## src/rtl/fps_pkg.sv

```systemverilog
package fps_pkg;

    typedef enum logic [3:0] {
        ST_IDLE,
        ST_FETCH,
        ST_SETUP,
        ST_LATCH,
        ST_PGM_WAIT,
        ST_VFY_CMD,
        ST_VFY_WAIT,
        ST_VFY_READ,
        ST_EXIT,
        ST_DONE
    } fps_state_t;

    localparam logic [7:0] CMD_PGM_SETUP  = 8'h40;
    localparam logic [7:0] CMD_PGM_VERIFY = 8'hC0;
    localparam logic [7:0] CMD_READ_ARRAY = 8'h00;

endpackage

```

## src/rtl/fps_wait_timer.sv

```systemverilog
module fps_wait_timer #(
    parameter int CNT_W = 8
) (
    input  logic             clk,
    input  logic             rst_n,
    input  logic             load,
    input  logic [CNT_W-1:0] load_val,
    output logic             expired
);
    logic [CNT_W-1:0] cnt_q;

    always_ff @(posedge clk) begin
        if (!rst_n)
            cnt_q <= '0;
        else if (load)
            cnt_q <= load_val;
        else if (cnt_q != '0)
            cnt_q <= cnt_q - 1'b1;
    end

    assign expired = (cnt_q == '0);

endmodule

```

## src/rtl/fps_pulse_ctr.sv

```systemverilog
module fps_pulse_ctr #(
    parameter int LIMIT = 25,
    localparam int CW   = $clog2(LIMIT + 1)
) (
    input  logic clk,
    input  logic rst_n,
    input  logic clear,
    input  logic inc,
    output logic at_limit
);
    logic [CW-1:0] count_q;

    always_ff @(posedge clk) begin
        if (!rst_n || clear)
            count_q <= '0;
        else if (inc)
            count_q <= count_q + 1'b1;
    end

    assign at_limit = (count_q == CW'(LIMIT));

    // a new pulse is only granted while the byte still has pulses left
    assert_pulse_bound_R6: assert property (@(posedge clk) disable iff (!rst_n)
        inc |-> !at_limit);

endmodule

```

## src/rtl/fps_addr_walk.sv

```systemverilog
module fps_addr_walk #(
    parameter int AW = 18
) (
    input  logic          clk,
    input  logic          rst_n,
    input  logic          load,
    input  logic [AW-1:0] first,
    input  logic [AW-1:0] last,
    input  logic          step,
    output logic [AW-1:0] addr,
    output logic          at_last
);
    logic [AW-1:0] addr_q;
    logic [AW-1:0] last_q;

    always_ff @(posedge clk) begin
        if (!rst_n) begin
            addr_q <= '0;
            last_q <= '0;
        end else if (load) begin
            addr_q <= first;
            last_q <= last;
        end else if (step) begin
            addr_q <= addr_q + 1'b1;
        end
    end

    assign addr    = addr_q;
    assign at_last = (addr_q == last_q);

    // the walk never advances beyond the end of the run
    assert_no_step_past_end_R5: assert property (@(posedge clk) disable iff (!rst_n)
        step |-> !at_last);

endmodule

```

## src/rtl/fps_ctrl.sv

```systemverilog
module fps_ctrl
    import fps_pkg::*;
#(
    parameter int AW        = 18,
    parameter int DW        = 8,
    parameter int PGM_CYC   = 1000,
    parameter int VFY_CYC   = 600,
    parameter int PULSE_MAX = 25
) (
    input  logic          clk,
    input  logic          rst_n,
    input  logic          start,
    input  logic [AW-1:0] first_addr,
    input  logic [AW-1:0] last_addr,
    output logic          busy,
    output logic          done,
    output logic          pass,
    output logic [AW-1:0] fail_addr,
    output logic          vpp_req,
    output logic          data_req,
    input  logic          data_vld,
    input  logic [DW-1:0] data_in,
    output logic          bus_req,
    output logic          bus_wr,
    output logic [AW-1:0] bus_addr,
    output logic [DW-1:0] bus_wdata,
    input  logic          bus_ack,
    input  logic [DW-1:0] bus_rdata
);
    localparam int TMR_MAX = (PGM_CYC > VFY_CYC) ? PGM_CYC : VFY_CYC;
    localparam int TW      = $clog2(TMR_MAX + 1);

    fps_state_t st_q, st_nxt;

    logic          tmr_load, tmr_exp;
    logic [TW-1:0] tmr_val;
    logic          pc_clr, pc_inc, pc_at_limit;
    logic          aw_load, aw_step, aw_at_last;
    logic [AW-1:0] cur_addr;
    logic          byte_cap, ok_set, ok_clr, vpp_set, vpp_clr;
    logic [DW-1:0] byte_q;
    logic          ok_q, vpp_q;
    logic          match;

    fps_wait_timer #(.CNT_W(TW)) u_timer (
        .clk      (clk),
        .rst_n    (rst_n),
        .load     (tmr_load),
        .load_val (tmr_val),
        .expired  (tmr_exp)
    );

    fps_pulse_ctr #(.LIMIT(PULSE_MAX)) u_pulses (
        .clk      (clk),
        .rst_n    (rst_n),
        .clear    (pc_clr),
        .inc      (pc_inc),
        .at_limit (pc_at_limit)
    );

    fps_addr_walk #(.AW(AW)) u_walk (
        .clk     (clk),
        .rst_n   (rst_n),
        .load    (aw_load),
        .first   (first_addr),
        .last    (last_addr),
        .step    (aw_step),
        .addr    (cur_addr),
        .at_last (aw_at_last)
    );

    assign match = (bus_rdata == byte_q);

    // state register
    always_ff @(posedge clk) begin
        if (!rst_n)
            st_q <= ST_IDLE;
        else
            st_q <= st_nxt;
    end

    // next state and outputs
    always_comb begin
        st_nxt    = st_q;
        data_req  = 1'b0;
        bus_req   = 1'b0;
        bus_wr    = 1'b0;
        bus_wdata = '0;
        done      = 1'b0;
        tmr_load  = 1'b0;
        tmr_val   = '0;
        pc_clr    = 1'b0;
        pc_inc    = 1'b0;
        aw_load   = 1'b0;
        aw_step   = 1'b0;
        byte_cap  = 1'b0;
        ok_set    = 1'b0;
        ok_clr    = 1'b0;
        vpp_set   = 1'b0;
        vpp_clr   = 1'b0;
        unique case (st_q)
            ST_IDLE: begin
                if (start) begin
                    aw_load = 1'b1;
                    ok_clr  = 1'b1;
                    vpp_set = 1'b1;
                    st_nxt  = ST_FETCH;
                end
            end
            ST_FETCH: begin
                data_req = 1'b1;
                if (data_vld) begin
                    byte_cap = 1'b1;
                    pc_clr   = 1'b1;
                    st_nxt   = ST_SETUP;
                end
            end
            ST_SETUP: begin
                bus_req   = 1'b1;
                bus_wr    = 1'b1;
                bus_wdata = DW'(CMD_PGM_SETUP);
                if (bus_ack) st_nxt = ST_LATCH;
            end
            ST_LATCH: begin
                bus_req   = 1'b1;
                bus_wr    = 1'b1;
                bus_wdata = byte_q;
                if (bus_ack) begin
                    pc_inc   = 1'b1;
                    tmr_load = 1'b1;
                    tmr_val  = TW'(PGM_CYC);
                    st_nxt   = ST_PGM_WAIT;
                end
            end
            ST_PGM_WAIT: begin
                if (tmr_exp) st_nxt = ST_VFY_CMD;
            end
            ST_VFY_CMD: begin
                bus_req   = 1'b1;
                bus_wr    = 1'b1;
                bus_wdata = DW'(CMD_PGM_VERIFY);
                if (bus_ack) begin
                    tmr_load = 1'b1;
                    tmr_val  = TW'(VFY_CYC);
                    st_nxt   = ST_VFY_WAIT;
                end
            end
            ST_VFY_WAIT: begin
                if (tmr_exp) st_nxt = ST_VFY_READ;
            end
            ST_VFY_READ: begin
                bus_req = 1'b1;
                if (bus_ack) begin
                    if (match) begin
                        if (aw_at_last) begin
                            ok_set = 1'b1;
                            st_nxt = ST_EXIT;
                        end else begin
                            aw_step = 1'b1;
                            st_nxt  = ST_FETCH;
                        end
                    end else if (pc_at_limit) begin
                        st_nxt = ST_EXIT;
                    end else begin
                        st_nxt = ST_SETUP;
                    end
                end
            end
            ST_EXIT: begin
                bus_req   = 1'b1;
                bus_wr    = 1'b1;
                bus_wdata = DW'(CMD_READ_ARRAY);
                if (bus_ack) begin
                    vpp_clr = 1'b1;
                    st_nxt  = ST_DONE;
                end
            end
            ST_DONE: begin
                done   = 1'b1;
                st_nxt = ST_IDLE;
            end
            default: st_nxt = ST_IDLE;
        endcase
    end

    // datapath registers
    always_ff @(posedge clk) begin
        if (!rst_n) begin
            byte_q <= '0;
            ok_q   <= 1'b0;
            vpp_q  <= 1'b0;
        end else begin
            if (byte_cap) byte_q <= data_in;
            if (ok_clr)
                ok_q <= 1'b0;
            else if (ok_set)
                ok_q <= 1'b1;
            if (vpp_set)
                vpp_q <= 1'b1;
            else if (vpp_clr)
                vpp_q <= 1'b0;
        end
    end

    assign busy      = (st_q != ST_IDLE);
    assign pass      = ok_q;
    assign vpp_req   = vpp_q;
    assign bus_addr  = cur_addr;
    assign fail_addr = (done && !ok_q) ? cur_addr : '0;

    // an outstanding request is held unchanged until acknowledged
    assert_bus_hold_R10: assert property (@(posedge clk) disable iff (!rst_n)
        (bus_req && !bus_ack) |=> (bus_req && $stable(bus_wr)
                                   && $stable(bus_addr) && $stable(bus_wdata)));

    // the done strobe lasts exactly one cycle
    assert_done_single_R7: assert property (@(posedge clk) disable iff (!rst_n)
        done |=> !done);

    // the supply request is already released when done is shown
    assert_supply_low_at_done_R7: assert property (@(posedge clk) disable iff (!rst_n)
        done |-> !vpp_req);

    // data is fetched only during a run and with the bus idle
    assert_fetch_quiet_bus_R2: assert property (@(posedge clk) disable iff (!rst_n)
        data_req |-> (busy && !bus_req && vpp_req));

    // an active run never returns to idle without passing through done
    assert_run_continues_R9: assert property (@(posedge clk) disable iff (!rst_n)
        (busy && !done) |=> busy);

endmodule

```

## config.mk

```make
export PLATFORM = sky130hd
export DESIGN_NAME = fps_ctrl
export DESIGN_NICKNAME = d
export VERILOG_FILES = /design/src/rtl/fps_pkg.sv /design/src/rtl/fps_wait_timer.sv /design/src/rtl/fps_pulse_ctr.sv /design/src/rtl/fps_addr_walk.sv /design/src/rtl/fps_ctrl.sv
export SDC_FILE = /design/constraint.sdc
export NUM_CORES = 1
export LEC_CHECK = 0
export BUFFER_PORTS_ARGS = -buffer_cell sky130_fd_sc_hd__buf_4
export CAP_MARGIN = 30
export CORE_MARGIN = 3
export CORE_UTILIZATION = 40
export CTS_BUF_LIST = sky130_fd_sc_hd__clkbuf_2
export CTS_CLUSTER_SIZE = 20
export DETAILED_ROUTE_END_ITERATION = 10
export HOLD_SLACK_MARGIN = 0.03
export PLACE_DENSITY = 0.7
export SYNTH_ARGS = -nofsm -noshare
export SYNTH_HDL_FRONTEND = slang
export SYNTH_SLANG_ARGS = --single-unit
export TNS_END_PERCENT = 10
```

## constraint.sdc

```tcl
create_clock -name clk -period 2 [get_ports clk]
set_clock_uncertainty 0.1 [all_clocks]
set_input_delay 0.3 -clock clk [delete_from_list [all_inputs] [get_ports clk]]
set_output_delay 0.3 -clock clk [all_outputs]
set_load 0.02 [all_outputs]
```

==> flow_metrics.env <==
export IMPL_layout_drive_gt1_share_pct=38.54
export IMPL_max_stage_delay_ns=0.38
export IMPL_rows=34
export IMPL_post_route_util_pct=68.10
export IMPL_worstPathRequired_ns=1.60
export IMPL_grt_overflow=0
export IMPL_drc=0
export IMPL_ioPinCount=108
export IMPL_grt_max_degree=27
export IMPL_antennaDiodeCount=0
export IMPL_slew_headroom_pct=75.12
export IMPL_slowest_stage="dfxtp_2"
export IMPL_fmax_mhz=424.3
export IMPL_async_flop_share_pct=0
export IMPL_crit_fanout=5
export IMPL_violations="negative setup slack"
export IMPL_synth_compound_area_share_pct=17.89
export IMPL_grt_pass1_vias=3940
export IMPL_drtIter0Drc=280
export IMPL_cts_tree="done"
export IMPL_p_leak_nw=2.615
export IMPL_drtPass1Iterations=5
export IMPL_dpl_worst_slack_ns=-0.09937
export IMPL_yosysSeqAreaShare_pct=35.71
export IMPL_startpoint_type="flip-flop"
export IMPL_netlist_instances=467
export IMPL_crit_path_end_kind="output pin"
export IMPL_die_w_um=101.4
export IMPL_synth_nets=529
export IMPL_tightest_slew_ns=0.3684
export IMPL_avgViaCountPerCell=5.333
export IMPL_layoutNonFillerInstCount=793
export IMPL_die_area_um2=10290
export IMPL_crit_family="simple AND/OR/NAND/NOR gates"
export IMPL_cp_cell_sequence="buf_8 > nand2b_4 > nor3_4 > buf_6 > and2_4 > buf_6"
export IMPL_ys_flop_type="dfxtp_1"
export IMPL_hold_class="in2reg"
export IMPL_finalWorstPathRequiredPeriod_ns=2.357
export IMPL_synth_distinct_cells=49
export IMPL_ys_warn_count=0
export IMPL_final_setup_worst_slack_ns=-0.3568
export IMPL_routed_wl_um=12660
export IMPL_final_common_cell="buf_4"
export IMPL_p_per_area_nw_per_um2=957.5
export IMPL_cts_sinks=65
export IMPL_synth_xor_area_share_pct=9.856
export IMPL_dieHeight_um=101.4
export IMPL_grt_antenna_before_repair=0
export IMPL_gp_routability_congestion=0.8584
export IMPL_synth_area_mux_share_pct=1.442
export IMPL_slew_violations=0
export IMPL_clockBufferDepth=2
export IMPL_clk_pin_slew_ns=0.22
export IMPL_layout_common_cells="140 x buf_4, 76 x nand2_1, 52 x dfxtp_1"
export IMPL_nets=742
export IMPL_max_cap_viol_count=0
export IMPL_fin_crit_sh_pct=117.8
export IMPL_hold_violations=0
export IMPL_final_antenna_net_count=0
export IMPL_htree_levels=3
export IMPL_clkLatencyLatePin_ns=0.54
export IMPL_synth_simple_area_share_pct=30.19
export IMPL_vias=4229
export IMPL_synthesis_area_um2=3643
export IMPL_setup_viol=37
export IMPL_track_usage_pct=24.02
export IMPL_run_status="finished, violations left"
export IMPL_cp_arrival_ns=1.96
export IMPL_synth_ff_latch_count=65
export IMPL_cpMostUsedCell="buf_6"
export IMPL_syn_to_final_growth_pct=64.59
export IMPL_start_util_pct=41.38
export IMPL_criticalPathCategory="reg2out"
export IMPL_placed_cells=724
export IMPL_fp_coreArea_um2=8806
export IMPL_grt_pass1_wl_um=19320
export IMPL_synth_top_family_by_area="simple AND/OR/NAND/NOR gates"
export IMPL_ir_drop_v=0.0004452
export IMPL_ff2ff_setup_slack_ns=-0.20
export IMPL_synth_fa_ha_area_share_pct=1.717
export IMPL_wl_per_cell_um=15.97
export IMPL_synth_edff_count=0
export IMPL_dp_hpwl_um=8285
export IMPL_port_buffers=107
export IMPL_synth_area_per_cell_um2=7.802
export IMPL_rsz0062_at_grt="true"
export IMPL_numCtsBuffers=9
export IMPL_cts_root_buf="clkbuf_2"
export IMPL_crit_buf_inv=3
sequential cells by signal, indices dropped and copies added (netlist names):
register and flops:
u_walk.addr 18, u_walk.last_q 18, u_timer.cnt_q 10, byte_q 8
u_pulses.count_q 5, st_q 4, pass 1, vpp_req 1
Yosys cell counts (all sizes together) (4+ instances only):
master / number / area (um2)
a211oi: 6 / 45.04
a31oi: 6 / 37.54
clkbuf: 19 / 71.32
o21a: 5 / 37.54
and2: 27 / 168.9
nand4: 6 / 37.54
ha: 5 / 62.56
o2111ai: 5 / 61.31
a21oi: 49 / 245.2
nor4: 9 / 56.30
and3: 9 / 56.30
or3: 7 / 48.80
dfxtp: 65 / 1301
nand3: 17 / 85.08
nand2: 76 / 285.3
o21ai: 19 / 98.84
nor3: 17 / 106.4
o211ai: 6 / 50.05
inv: 7 / 26.27
nor2b: 4 / 25.02
xnor2: 15 / 131.4
xor2: 26 / 227.7
nor2: 30 / 112.6
power breakdown:
| group | internal [mW] | switching (mW) | leakage [nW] |
|---|---|---|---|
| Combinational | 1.41 | 1.62 | 2.00 |
| Sequential | 1.59 | 0.213 | 0.538 |
| Clock | 0.412 | 0.504 | 0.0817 |
cell families (layout without fill, tap and decap cells):
| kind of cell | count (synthesis) | in the layout |
|---|---|---|
| compound gates | 105 | 105 |
| xor+xnor | 41 | 41 |
| fa+ha+maj | 5 | 5 |
| buf+inv | 30 | 248 |
| flops | 65 | 65 |
| mux | 5 | 5 |
| simple gates | 216 | 216 |
final cells by class:
cell class / count / area (um2)
timing repair buffer: 224 / 1963
clock buffer: 10 / 50.05
multi-input combinational: 372 / 2419
tap: 108 / 135.1
clock inverter: 6 / 82.58
sequential: 65 / 1318
fill: 697 / 2809
inverter: 8 / 30.03
metal layers:
layer / up-vias / GRT usage [%] / wire, um
li1: 2074 / - / -
met1: 1975 / 33.16 / 5631
met2: 156 / 37.93 / 5905
met3: 24 / 3.581 / 802
met4: 0 / 9.100 / 322
met5: - / 0 / 0
per-stage QoR:
step                total power [mW]  area, um2  hold WS (ns)  setup TNS [ns]
CTS                            5.611       5872       0.03807          -8.939
finish                         5.742       5997       0.04746          -9.329
global route                   6.087       5997       0.04955          -13.55
floorplan                      3.401       3691        0.3356         -0.5026
detailed placement             4.532       5046        0.3593         -0.2133
global placement               4.489       5046        0.3545        -0.09173
final timing paths:
check / start / to / depth (start not counted)
setup / recovery: st_q[2] / fail_addr[5] / 6
hold / removal: rst_n / u_walk.addr[11] / 3
setup reg to reg: st_q[3] / u_walk.addr[17] / 9
hold reg to reg: u_walk.last_q[1] / u_walk.last_q[1] / 2
tightest hold or removal path, delay by kind of cell:
family	cells	cell delay [ns]
buffers and inverters	1	0.22
AOI/OAI and AO/OA	2	0.15
repair_timing:
| action | 4_1_cts | 5_1_grt |
|---|---|---|
| setup buffers | 2 | 4 |
| gates cloned | 3 | 0 |
| setup endpoints to repair | 46 | 53 |
| gates resized for setup | 65 | 27 |
| endpoints found under the hold margin | 43 | 0 |
| hold buffers | 44 | 0 |
| pin swaps | 21 | 16 |
(Power assumes the default switching activity.)
